**config.mk**
```make
export PLATFORM = sky130hd
export DESIGN_NAME = uart_tx_sequencer
export DESIGN_NICKNAME = d
export VERILOG_FILES = /design/src/rtl/uart_txs_pkg.sv /design/src/rtl/uart_txs_baud.sv /design/src/rtl/uart_txs_hold.sv /design/src/rtl/uart_txs_ctrl.sv /design/src/rtl/uart_tx_sequencer.sv
export SDC_FILE = /design/constraint.sdc
export NUM_CORES = 1
export LEC_CHECK = 0
export CORE_UTILIZATION = 57
export DETAILED_ROUTE_END_ITERATION = 10
export DONT_BUFFER_PORTS = 1
export HOLD_SLACK_MARGIN = 0.02
export PLACE_DENSITY_LB_ADDON = 0.15
export SLEW_MARGIN = 20
export SYNTH_ARGS = -nofsm -noshare
export SYNTH_HDL_FRONTEND = slang
export SYNTH_SLANG_ARGS = --single-unit
```
**constraint.sdc**
```tcl
create_clock -name clk -period 5.7 [get_ports clk]
set_clock_uncertainty 0.2 [all_clocks]
set_input_delay 1.14 -clock clk [delete_from_list [all_inputs] [get_ports clk]]
set_output_delay 1.14 -clock clk [all_outputs]
set_load 0.05 [all_outputs]
```
**src/rtl/uart_txs_pkg.sv**
```systemverilog
// Shared line-control type and frame arithmetic for the transmit sequencer.
// Assumes the line-control nibble is {parity enable, second stop, word length-5}.
package uart_txs_pkg;

    typedef struct packed {
        logic       par_en;
        logic       two_stop;
        logic [1:0] wlen;
    } line_ctl_t;

    // Number of data bits carried by one frame (5..8).
    function automatic logic [3:0] data_bits(input line_ctl_t c);
        return 4'd5 + {2'b00, c.wlen};
    endfunction

    // Frame length in bit periods: start + data + stop(s) + parity.
    function automatic logic [3:0] frame_bits(input line_ctl_t c);
        return data_bits(c) + 4'd2 + {3'b000, c.two_stop} + {3'b000, c.par_en};
    endfunction

endpackage

```
**src/rtl/uart_txs_baud.sv**
```systemverilog
// Free-running bit-period tick generator.
// Emits a one-clock tick every divisor*2^OVS_W clocks; a zero divisor acts
// as 2^DIV_W. A divisor change takes effect at once; a counter already past
// the new limit ticks on the next clock.
module uart_txs_baud #(
    parameter int DIV_W = 16,
    parameter int OVS_W = 4
) (
    input  logic             clk,
    input  logic             rst_n,
    input  logic [DIV_W-1:0] divisor,
    output logic             tick
);
    localparam int CNT_W = DIV_W + OVS_W;

    logic [CNT_W-1:0] cnt;
    logic [CNT_W-1:0] last;

    // Last count of the period; divisor-1 wraps zero to the full range.
    always_comb begin
        last = {divisor - DIV_W'(1), {OVS_W{1'b1}}};
        tick = (cnt >= last);
    end

    // Period counter, restarted on each tick.
    always_ff @(posedge clk) begin
        if (!rst_n)     cnt <= '0;
        else if (tick)  cnt <= '0;
        else            cnt <= cnt + CNT_W'(1);
    end
endmodule

```
**src/rtl/uart_txs_hold.sv**
```systemverilog
// Transmit holding stage: a DEPTH-entry queue, or a single overwritable
// holding register when fifo_en is low. Any change of fifo_en flushes it.
// Assumes DEPTH is a power of two so the pointers wrap naturally.
module uart_txs_hold #(
    parameter int DEPTH = 16
) (
    input  logic       clk,
    input  logic       rst_n,
    input  logic       fifo_en,
    input  logic       wr_en,
    input  logic [7:0] wr_data,
    input  logic       pop,
    output logic [7:0] rd_data,
    output logic       empty,
    output logic       wr_accept
);
    localparam int AW = $clog2(DEPTH);
    localparam int CW = $clog2(DEPTH + 1);

    logic [7:0]    mem [DEPTH];
    logic [AW-1:0] rd_ptr, wr_ptr, waddr;
    logic [CW-1:0] cnt;
    logic          fen_q, flush, pop_ok;

    // Mode change detection, accept and address selection.
    always_comb begin
        flush     = fifo_en ^ fen_q;
        pop_ok    = pop && (cnt != '0);
        wr_accept = wr_en && !flush && (!fifo_en || (cnt < CW'(DEPTH)));
        if (fifo_en)     waddr = wr_ptr;
        else if (pop_ok) waddr = rd_ptr + AW'(1);
        else             waddr = rd_ptr;
        empty   = (cnt == '0);
        rd_data = mem[rd_ptr];
    end

    // Storage write port.
    always_ff @(posedge clk) begin
        if (wr_accept) mem[waddr] <= wr_data;
    end

    // Pointers, occupancy and mode history.
    always_ff @(posedge clk) begin
        if (!rst_n) begin
            rd_ptr <= '0;
            wr_ptr <= '0;
            cnt    <= '0;
            fen_q  <= 1'b0;
        end else begin
            fen_q <= fifo_en;
            if (flush) begin
                rd_ptr <= '0;
                wr_ptr <= '0;
                cnt    <= '0;
            end else begin
                if (pop_ok)    rd_ptr <= rd_ptr + AW'(1);
                if (wr_accept) wr_ptr <= waddr + AW'(1);
                if (!fifo_en)
                    cnt <= wr_accept ? CW'(1) : cnt - CW'(pop_ok);
                else
                    cnt <= cnt + CW'(wr_accept) - CW'(pop_ok);
            end
        end
    end
endmodule

```
**src/rtl/uart_txs_ctrl.sv**
```systemverilog
// Load/complete sequencer. Counts bit ticks while work exists and decides
// when the waiting byte enters the shift register and when its frame ends.
// Assumes the holding stage shows its head byte combinationally.
module uart_txs_ctrl
    import uart_txs_pkg::*;
#(
    parameter int CNT_W = 4
) (
    input  logic       clk,
    input  logic       rst_n,
    input  logic       tick,
    input  line_ctl_t  ctl,
    input  logic       hold_empty,
    input  logic [7:0] hold_data,
    output logic       pop,
    output logic       shift_full,
    output logic       tx_load,
    output logic       byte_done,
    output logic [7:0] done_data
);
    logic [CNT_W-1:0] cnt, c1, load_at, done_at;
    logic [7:0]       shift_data;
    logic             sending, complete, load, idle;

    // Next count, load point and frame end for the present line settings.
    always_comb begin
        c1       = cnt + CNT_W'(1);
        done_at  = CNT_W'(frame_bits(ctl)) + CNT_W'(1);
        load_at  = sending ? CNT_W'(data_bits(ctl)) + CNT_W'(1) : CNT_W'(1);
        idle     = hold_empty && !shift_full;
        complete = tick && sending && shift_full && (c1 == done_at);
        load     = tick && !hold_empty && !shift_full && (c1 == load_at);
        pop      = load;
    end

    // Counter, shift-register occupancy and event pulses.
    always_ff @(posedge clk) begin
        if (!rst_n) begin
            cnt        <= '0;
            sending    <= 1'b0;
            shift_full <= 1'b0;
            shift_data <= '0;
            tx_load    <= 1'b0;
            byte_done  <= 1'b0;
            done_data  <= '0;
        end else begin
            tx_load   <= load;
            byte_done <= complete;
            if (complete) done_data <= shift_data;
            if (tick) begin
                if (idle) begin
                    cnt     <= '0;
                    sending <= 1'b0;
                end else if (complete) begin
                    cnt        <= '0;
                    shift_full <= 1'b0;
                    sending    <= !hold_empty;
                end else begin
                    cnt <= c1;
                    if (load) begin
                        shift_full <= 1'b1;
                        shift_data <= hold_data;
                        sending    <= 1'b1;
                    end
                end
            end
        end
    end
endmodule

```
**src/rtl/uart_tx_sequencer.sv**
```systemverilog
// Top of the transmit holding/shift sequencer: tick generator, holding
// stage and load/complete control, plus line-status flags and the
// transmit-empty interrupt. Assumes the host decode supplies one-clock
// write and acknowledge strobes.
module uart_tx_sequencer
    import uart_txs_pkg::*;
#(
    parameter int DIV_W = 16,
    parameter int OVS_W = 4,
    parameter int DEPTH = 16
) (
    input  logic             clk,
    input  logic             rst_n,
    input  logic [DIV_W-1:0] divisor,
    input  logic [3:0]       lcr,
    input  logic             fifo_en,
    input  logic             wr_en,
    input  logic [7:0]       wr_data,
    input  logic             irq_en,
    input  logic             irq_ack,
    output logic             bit_tick,
    output logic             tx_load,
    output logic             byte_done,
    output logic [7:0]       done_data,
    output logic             lsr_thre,
    output logic             lsr_temt,
    output logic             tx_irq
);
    localparam int SEQ_W = 4;

    line_ctl_t  ctl;
    logic       hold_empty, hold_pop, wr_accept, shift_full;
    logic [7:0] hold_data;
    logic       empty_q, irq_en_q, pending, set_evt;

    assign ctl = line_ctl_t'(lcr);

    uart_txs_baud #(.DIV_W(DIV_W), .OVS_W(OVS_W)) u_baud (
        .clk(clk), .rst_n(rst_n), .divisor(divisor), .tick(bit_tick)
    );

    uart_txs_hold #(.DEPTH(DEPTH)) u_hold (
        .clk(clk), .rst_n(rst_n), .fifo_en(fifo_en),
        .wr_en(wr_en), .wr_data(wr_data), .pop(hold_pop),
        .rd_data(hold_data), .empty(hold_empty), .wr_accept(wr_accept)
    );

    uart_txs_ctrl #(.CNT_W(SEQ_W)) u_ctrl (
        .clk(clk), .rst_n(rst_n), .tick(bit_tick), .ctl(ctl),
        .hold_empty(hold_empty), .hold_data(hold_data), .pop(hold_pop),
        .shift_full(shift_full), .tx_load(tx_load),
        .byte_done(byte_done), .done_data(done_data)
    );

    // Status flags and interrupt set conditions.
    always_comb begin
        lsr_thre = hold_empty;
        lsr_temt = hold_empty && !shift_full;
        set_evt  = (hold_empty && !empty_q) || (irq_en && !irq_en_q && hold_empty);
        tx_irq   = pending && irq_en;
    end

    // Transmit-empty pending flag: write clears first, then set, then ack.
    always_ff @(posedge clk) begin
        if (!rst_n) begin
            pending  <= 1'b0;
            empty_q  <= 1'b1;
            irq_en_q <= 1'b0;
        end else begin
            empty_q  <= hold_empty;
            irq_en_q <= irq_en;
            if (wr_accept)    pending <= 1'b0;
            else if (set_evt) pending <= 1'b1;
            else if (irq_ack) pending <= 1'b0;
        end
    end
endmodule

```
# Word level (Yosys, flattened, before mapping)
# Memory sizes are Yosys's and may differ from the RTL's. A register that Yosys moved wholly into a read port is not among the register bits.
# Cells that the tools add are included.
[op_classes] mux=15 order_cmp=2 bitwise_logic=4 n_eq_ne=2 n_addsub=14 reduce_logical=34
[op_table] op="$add 20x1->20 const B" n=1
[op_table] op="$add 4x1->4 const B" n=5
[op_table] op="$ge 20x20->1" n=1
[op_table] op="$mux 4" n=5
[op_table] op="$sub 16x1->16 const B" n=1
[op_table] op="$logic_and 1x1->1" n=14
[op_table] op="$mux 5" n=2
[op_table] op="$sub 5x1->5" n=2
[op_table] op="$add 4x1->4" n=2
[op_table] op="$eq 4x4->1" n=2
[op_table] op="$mux 1" n=8
[op_table] op="$logic_not 1->1" n=7
[op_table] op="$reduce_or 2->1" n=3
[op_table] op="$add 5x1->5" n=1
[op_table] op="$logic_not 5->1" n=1
[op_table] op="$lt 5x5->1 const B" n=1
[op_table] op="$reduce_bool 5->1" n=1
[op_table] op="$add 3x2->4 const A" n=1
[op_table] op="$add 4x2->4 const B" n=1
[op_table] op="$reduce_and 4->1" n=1
[op_table] op="$reduce_bool 2->1" n=2
[op_table] op="$not 1->1" n=3
[op_table] op="$reduce_and 3->1" n=1
[op_table] op="$reduce_bool 3->1" n=1
[op_table] op="other kinds (3)" n=4
[totals] input_bits=34 word_cells=86 ff_bits=53 ram_bits=128 output_inout_bits=14 n_memories=1
[memory_table] name="u_hold.mem" depth=16 word_bits=8 rd=1 rd_ports_with_merged_regs=1 wr=1 line="uart_txs_hold.sv:20" text="logic [7:0] mem [DEPTH];"

# Logic depth before layout (Yosys ltp)
# Gate-level depths: netlist (run 1).
[depth] ltp_word=9 mapped_depth=25 mapped_depth_nobuf=24

# Hierarchy
# Synthesis (run 1) repeated with hierarchy kept, for this count alone.
[hier_totals] hier_cells=717 hier_area_um2=9127.5
[modules_own_cells] mod="uart_txs_hold" cells_each=380 area_each_um2=6082.1 n_inst=1 seq_area_each_um2=4124.0
[modules_own_cells] mod="uart_txs_baud" cells_each=174 area_each_um2=1575.3 n_inst=1 seq_area_each_um2=400.4
[modules_own_cells] mod="uart_txs_ctrl" cells_each=151 area_each_um2=1346.3 n_inst=1 seq_area_each_um2=480.5
[modules_own_cells] mod="uart_tx_sequencer" cells_each=12 area_each_um2=123.9 n_inst=1 seq_area_each_um2=60.1

# Least setup slack after synthesis (run 1)
# OpenSTA, ideal clock, no wires.
[synth_path] path_type="in2reg" from="input port divisor[3]" to="register u_hold.cnt[4]" t_required_ns=5.372 path_buffers=1 setup_slack_ns=0.193 setup_time_ns=0.128 stages=25 arrival_time_ns=5.180 cell_sequence="or3_1 -> nor2_1 -> nand3_1 -> nor4_1 -> xnor2_1 -> ha_1 -> a21oi_1 -> nor2b_1 -> o21ai_0 -> nand3b_1 -> o21ai_2 -> clkinv_1 -> buf_4 -> ha_1 -> inv_1 -> ha_1 -> inv_1 -> fa_1 -> nor2_1 -> nor2_1 -> nor2_1 -> nor2_1 -> xnor2_1 -> a21oi_1 -> nor2_1"
[synth_via] elab_chain_cells=9 word_cells_on_any_way=10 classes_between="add/sub: 3; order compare: 1; mux: 2; reduce/logical: 4"
[synth_lines] item="start, declared" line="uart_tx_sequencer.sv:14" text="input logic [DIV_W-1:0] divisor,"
[synth_lines] item="$sub 16x1->16 (*)" line="uart_txs_baud.sv:21" text="last = {divisor - DIV_W'(1), {OVS_W{1'b1}}};"
[synth_lines] item="$ge 20x20->1 (*)" line="uart_txs_baud.sv:22" text="tick = (cnt >= last);"
[synth_lines] item="$logic_and 1x1->1 (*) (3 in series)" line="uart_txs_ctrl.sv:32" text="load = tick && !hold_empty && !shift_full && (c1 == load_at);"
[synth_lines] item="$logic_and 1x1->1 (*)" line="uart_txs_hold.sv:28" text="pop_ok = pop && (cnt != '0);"
[synth_lines] item="$sub 5x1->5" line="uart_txs_hold.sv:59" text="cnt <= wr_accept ? CW'(1) : cnt - CW'(pop_ok);"
[synth_lines] item="$mux 5" line="uart_txs_hold.sv:59"
[synth_lines] item="$mux 5 (*)" line="uart_txs_hold.sv:58" text="if (!fifo_en)"
[synth_lines] item="end signal, assigned" line="uart_txs_hold.sv:59"
[synth_lines] item="end signal, assigned" line="uart_txs_hold.sv:61" text="cnt <= cnt + CW'(wr_accept) - CW'(pop_ok);"
[synth_lines] item="end, declared" line="uart_txs_hold.sv:22" text="logic [CW-1:0] cnt;"
# Every way passes the cells marked *; elsewhere a longest branch is shown, timed or not.
# A chain may end at the register's enable or synchronous reset.

# Worst setup path after layout (run 1)
[layout_path] from="input port divisor[3]" to="output port bit_tick"
[layout_via] elab_chain_cells=2
[layout_lines] item="$sub 16x1->16" line="uart_txs_baud.sv:21"
[layout_lines] item="$ge 20x20->1" line="uart_txs_baud.sv:22"
[layout_lines] item="end, declared" line="uart_tx_sequencer.sv:21" text="output logic bit_tick,"
# Every way passes these cells.

==> results.sh, run 1 <==
export IMPL_status="finished clean"
export IMPL_grt_pass1_wl_um=26470
export IMPL_wl_met1_um=6974
export IMPL_period_share_pct=88.91
export IMPL_antenna_found_initial=0
export IMPL_maxSlewViolCount=0
export IMPL_synth_common_cells="128 x edfxtp_1, 61 x dfxtp_1, 57 x nor2_1"
export IMPL_io_pins=48
export IMPL_synth_area_um2=8728
export IMPL_wl_met3_um=848
export IMPL_hold_viol=0
export IMPL_cts_post_setup_buffers_inserted=0
export IMPL_cts_sinks=189
export IMPL_relSlewSlack_pct=36.27
export IMPL_ys_flop_type="edfxtp_1"
export IMPL_first_pass_iters=4
export IMPL_max_freq_ghz=0.1973
export IMPL_grt_pass1_vias=5131
export IMPL_cp_arrival_ns=3.73
export IMPL_start_util_pct=59.16
export IMPL_clk_path_buf_depth=2
export IMPL_synth_nets=710
export IMPL_power_density_nw_per_um2=284.8
export IMPL_p_comb_share_pct=3.2
export IMPL_drt_iter0_markers=253
export IMPL_top_layer_used="met4"
export IMPL_worst_setup_path_end_kind="output port"
export IMPL_yosysTopAreaCell="edfxtp_1"
export IMPL_synth_area_top_cells="edfxtp_1 44%, dfxtp_1 14%, mux4_2 10%"
export IMPL_cts_tree="yes"
export IMPL_path_clk_slew_ns=0.07
export IMPL_layout_nets=716
export IMPL_power_leakage_nw=3.275
export IMPL_hp_class="register to register"
export IMPL_die_w_um=125.7
export IMPL_synth_seq_area_share_pct=58.03
export IMPL_wl_met2_um=8320
export IMPL_postCtsHoldBufs=0
export IMPL_cts_root_buf="clkbuf_16"
export IMPL_grt_usage_pct=22.24
export IMPL_routedWlPerCell_um=19.49
export IMPL_antenna_left=0
export IMPL_vias_per_cell=5.826
export IMPL_grt_max_degree=38
export IMPL_synth_edf_count=128
export IMPL_numCtsBuffers=17
export IMPL_clk_latency_ns=0.43
export IMPL_ys_warn_count=0
export IMPL_ys_types=55
export IMPL_post_route_util_pct=64.50
export IMPL_hpwl_um=11720
export IMPL_core_um2=14750
export IMPL_setup_viol=0
export IMPL_total_power_mw=2.710
export IMPL_period_needed_ns=5.068
export IMPL_io_buffers=0
export IMPL_clkPwrFrac_pct=42.2
export IMPL_required_ns=4.36
export IMPL_cts_repair_resized=0
export IMPL_rsz0062_at_grt="false"
export IMPL_min_path_cells=1
export IMPL_rr_worst_depth=10
export IMPL_grt_overflow_total=0
export IMPL_netlist_area_leader_share_pct=44.04
export IMPL_worstMarginPinSlew_ns=0.9525
export IMPL_synthCells=635
export IMPL_drive_above_1_share_pct=14.07
export IMPL_drc_errors=0
export IMPL_start_kind="input port"
export IMPL_async_flop_share_pct=0
export IMPL_syn_avg_cell_area_um2=13.75
export IMPL_routed_wl_um=16340
export IMPL_final_setup_tns_ns=0
export IMPL_switching_share_pct=21.63
export IMPL_worstSetupPathType="input port to output port"
export IMPL_peakVddDrop_uv=345.4
export IMPL_seqPwrFrac_pct=54.5
export IMPL_floorplan_die_area_um2=15810
export IMPL_intPower_mw=2.124
export IMPL_area_delta_synth_final_pct=9.031
export IMPL_diodes=0
export IMPL_ys_ff_latch=189
export IMPL_h_tree_depth=4
export IMPL_gp_congestion=0.8011
export IMPL_switching_power_uw=586.1
export IMPL_cap_viol_max_count=0
export IMPL_die_height_um=125.7
export IMPL_rows=44
export IMPL_vias=4882
export IMPL_path_max_fanout=5
export IMPL_synth_most_common_cell="edfxtp_1"
==> per-layer routing <==
layer	up-vias	track usage (%)
li1	2356	-
met1	2404	28.15
met2	107	38.53
met3	15	4.970
met4	0	6.520
met5	-	0
==> flip-flops by register name, indices dropped and copies added (netlist names) <==
signal	count
irq_en_q	1
u_ctrl.done_data	8
empty_q	1
u_ctrl.byte_done	1
u_ctrl.cnt	4
u_hold.mem	128
u_baud.cnt	20
u_ctrl.sending	1
u_ctrl.shift_full	1
u_ctrl.tx_load	1
u_hold.wr_ptr	4
u_hold.fen_q	1
u_hold.cnt	5
u_ctrl.shift_data	8
pending	1
u_hold.rd_ptr	4
==> cell type report <==
type                       count  area [um2]
timing repair buffer           8       60.06
tap                          184       230.2
clock buffer                  20       466.7
inverter                      26       97.59
sequential                   189        5066
clock inverter                12       116.4
fill                        1093        5238
multi-input combinational    399        3480
==> cells by family (layout without fill, tap and decap cells) <==
| group | Yosys count | count (layout) | share of synthesized area (%) |
|---|---|---|---|
| compound gates | 56 | 56 | 5.003 |
| xor+xnor | 54 | 54 | 5.505 |
| fa+ha+maj | 41 | 41 | 6.049 |
| buf+inv | 47 | 66 | 2.107 |
| flops | 189 | 189 | 58.03 |
| mux | 57 | 57 | 12.27 |
| simple gates | 191 | 191 | 11.04 |
==> path summary, 6_finish.rpt <==
path	from	end	slack, ns
worst min-delay path	u_baud.cnt[0]$_SDFF_PP0_	u_baud.cnt[0]$_SDFF_PP0_	0.28
worst max register to register	u_ctrl.cnt[0]$_SDFFE_PN0P_	u_hold.mem[7][1]$_DFFE_PP_	1.76
worst max-delay path	divisor[3]	bit_tick	0.63
worst min register to register	u_baud.cnt[0]$_SDFF_PP0_	u_baud.cnt[0]$_SDFF_PP0_	0.28
==> power by group through the flow <==
stage	clock (mW)	combinational (mW)	sequential (mW)
3_3_place_gp	0	0.0837	1.51
5_1_grt	1.22	0.0979	1.48
2_1_floorplan	0	0.0724	1.51
4_1_cts	1.17	0.0873	1.48
6_report	1.14	0.0873	1.48
3_5_place_dp	0	0.0860	1.51
==> critical path, stage by stage <==
cell	delay, ns
or3_1	0.37
nor2_1	0.22
nand3_1	0.17
nor4_1	0.25
xnor2_1	0.11
ha_1	0.31
nand4_1	0.16
a311oi_2	0.44
nor2_1	0.12
inv_1	0.42
==> layout by cell type (no fill, tap or decap), types with 5 or more instances in the layout <==
master / instances
edfxtp_1: 128
nor2b_1: 26
nand4_1: 5
a21oi_1: 18
inv_6: 5
inv_1: 25
dfxtp_1: 60
nand2_1: 25
ha_1: 39
nand3_1: 16
and3_1: 23
xnor2_1: 31
o21ai_0: 11
buf_4: 8
nor2_1: 57
clkbuf_16: 17
nand2b_1: 6
mux4_2: 40
and2_1: 10
xor2_1: 22
nor3_1: 11
mux2i_1: 17
==> through the flow <==
step / setup slack (ns) / std cells / cell area, um2 / hold WS, ns
after floorplan: 0.1927 / 635 / 8728 / 0.2176
after global routing: 0.2676 / 838 / 9517 / 0.2837
after CTS: 0.5918 / 838 / 9517 / 0.2690
after detailed placement: 0.2887 / 806 / 8934 / 0.2409
after global placement: 0.3937 / 806 / 8934 / 0.2268
final: 0.6323 / 838 / 9517 / 0.2787
(Power assumes the default switching activity.)
==> inputs of run 2 (changes only) <==
Settings changed: CAP_MARGIN set to 20, CORE_UTILIZATION 57 to 64, SLEW_MARGIN 20 to not set.
Clock period 5.7 ns to 4.84 ns, I/O delays scaled along.
==> run 2 against run 1 <==
Against the previous run:
- core utilization grew 10 points
- sequential cell count is the same
- largest cell class unchanged
- largest power group unchanged
- critical path depth grew 4
- global-route usage grew 4.6 points
- die area shrank 11%
- first-iteration DRC count grew 40%
- routed wire length grew 5.5%
- design area grew 4.5%
==> results.sh, run 2 (synthesis results as in run 1) <==
export IMPL_fillers=795
export IMPL_wl_met3_um=864
export IMPL_relSlewSlack_pct=33.60
export IMPL_switching_power_uw=673.9
export IMPL_postCtsHoldBufs=0
export IMPL_setup_viol=0
export IMPL_diodes=0
export IMPL_die_w_um=118.8
export IMPL_hold_viol=0
export IMPL_maxSlewViolCount=0
export IMPL_grt_pass1_wl_um=27820
export IMPL_wl_met1_um=7255
export IMPL_path_clk_slew_ns=0.07
export IMPL_drive_above_1_share_pct=18.80
export IMPL_vias=5141
export IMPL_peakVddDrop_uv=362.6
export IMPL_final_setup_tns_ns=0
export IMPL_antenna_left=0
export IMPL_start_util_pct=65.65
export IMPL_fin_cells=857
export IMPL_path_max_fanout=5
export IMPL_io_pins=48
export IMPL_power_leakage_nw=3.461
export IMPL_grt_overflow_total=0
export IMPL_required_ns=3.67
export IMPL_final_area_um2=9950
export IMPL_area_delta_synth_final_pct=13.99
export IMPL_clk_latency_ns=0.43
export IMPL_routedWlPerCell_um=20.11
export IMPL_drt_iter0_markers=354
export IMPL_seqPwrFrac_pct=53.8
export IMPL_die_height_um=118.8
export IMPL_worstSetupPathType="input port to output port"
export IMPL_rows=42
export IMPL_power_density_nw_per_um2=325.0
export IMPL_clkPwrFrac_pct=42.7
export IMPL_hp_class="register to register"
export IMPL_placed_cells=825
export IMPL_seq_area_um2=5066
export IMPL_start_kind="input port"
export IMPL_final_cell_mix="128 x edfxtp_1, 60 x dfxtp_1, 55 x nor2_1"
export IMPL_placed_cell_area_um2=9336
export IMPL_worst_setup_path_end_kind="output port"
export IMPL_numCtsBuffers=17
export IMPL_io_buffers=0
export IMPL_cts_root_buf="clkbuf_16"
export IMPL_p_comb_share_pct=3.5
export IMPL_max_freq_ghz=0.2144
export IMPL_grt_usage_pct=26.82
export IMPL_rsz0062_at_grt="false"
export IMPL_grt_max_degree=36
export IMPL_gp_congestion=0.8150
export IMPL_cp_arrival_ns=3.50
export IMPL_place_ws_ns=-0.1043
export IMPL_multi_input_area_um2=3561
export IMPL_hpwl_um=12010
export IMPL_reg_top3="u_hold.mem: 128 flops, u_baud.cnt: 20 flops"
export IMPL_cts_tree="yes"
export IMPL_whs_ns=0.2519
export IMPL_first_pass_iters=5
export IMPL_routed_wl_um=17230
export IMPL_core_um2=13300
export IMPL_clk_path_buf_depth=2
export IMPL_period_share_pct=96.35
export IMPL_layout_nets=743
export IMPL_largest_register_ffs=128
export IMPL_grt_pass1_vias=5265
export IMPL_intPower_mw=2.559
export IMPL_antenna_found_initial=0
export IMPL_regMostFlops="u_hold.mem"
export IMPL_wl_met2_um=8842
export IMPL_post_route_util_pct=74.84
export IMPL_cap_viol_max_count=0
export IMPL_status="finished clean"
export IMPL_final_common_cell="edfxtp_1"
export IMPL_switching_share_pct=20.84
export IMPL_top_layer_used="met4"
export IMPL_drc_errors=0
export IMPL_worstMarginPinSlew_ns=0.9924
export IMPL_floorplan_die_area_um2=14110
export IMPL_vias_per_cell=5.999
export IMPL_h_tree_depth=4
export IMPL_period_needed_ns=4.664
export IMPL_setup_ws_ns=0.1765
export IMPL_cts_sinks=189
export IMPL_total_power_mw=3.233
-- run 2: repair_timing --
item / 4_1_cts / 5_1_grt
gates resized for setup: 0 / 3
setup endpoints to repair: 0 / 1
setup buffers: 0 / 0
-- run 2: path summary, 6_finish.rpt --
| kind | from | endpoint | slack (ns) | depth (start not counted) |
|---|---|---|---|---|
| max | divisor[2] | bit_tick | 0.18 | 14 |
| min | u_baud.cnt[0]$_SDFF_PP0_ | u_baud.cnt[0]$_SDFF_PP0_ | 0.25 | 1 |
| max reg2reg | u_ctrl.cnt[0]$_SDFFE_PN0P_ | u_hold.cnt[4]$_SDFF_PP0_ | 1.05 | 19 |
| min reg2reg | u_baud.cnt[0]$_SDFF_PP0_ | u_baud.cnt[0]$_SDFF_PP0_ | 0.25 | 1 |
-- run 2: per-layer routing --
metal | global-route usage [%] | vias up
met5 | 0 | -
met4 | 9.494 | 0
met3 | 6.853 | 22
met2 | 45.47 | 146
met1 | 33.43 | 2558
li1 | - | 2415
-- run 2: area by class of cell --
type / instances / share of cell area [%]
inverter: 26 / 0.9935
tap: 176 / 2.213
timing repair buffer: 35 / 4.150
clock buffer: 19 / 4.351
clock inverter: 13 / 1.585
multi-input combinational: 399 / 35.79
sequential: 189 / 50.92
-- run 2: power by group through the flow --
| stage | Combinational [mW] | Sequential [mW] | Clock (mW) |
|---|---|---|---|
| 6_report | 0.114 | 1.74 | 1.38 |
| 5_1_grt | 0.127 | 1.74 | 1.46 |
| 4_1_cts | 0.114 | 1.74 | 1.40 |
| 3_5_place_dp | 0.112 | 1.78 | 0 |
| 3_3_place_gp | 0.109 | 1.78 | 0 |
| 2_1_floorplan | 0.0875 | 1.77 | 0 |
-- run 2: critical path, cell delays in order --
cell and delay [ns]:
or3_4 0.39, nor2_4 0.15, nand3_2 0.11, nor4_4 0.32, xnor2_1 0.13, ha_1 0.32, a21oi_1 0.14, nor2b_1 0.06
o21ai_1 0.19, nand3b_1 0.19, buf_4 0.20, nor2_2 0.10, inv_1 0.08, buf_12 0.15
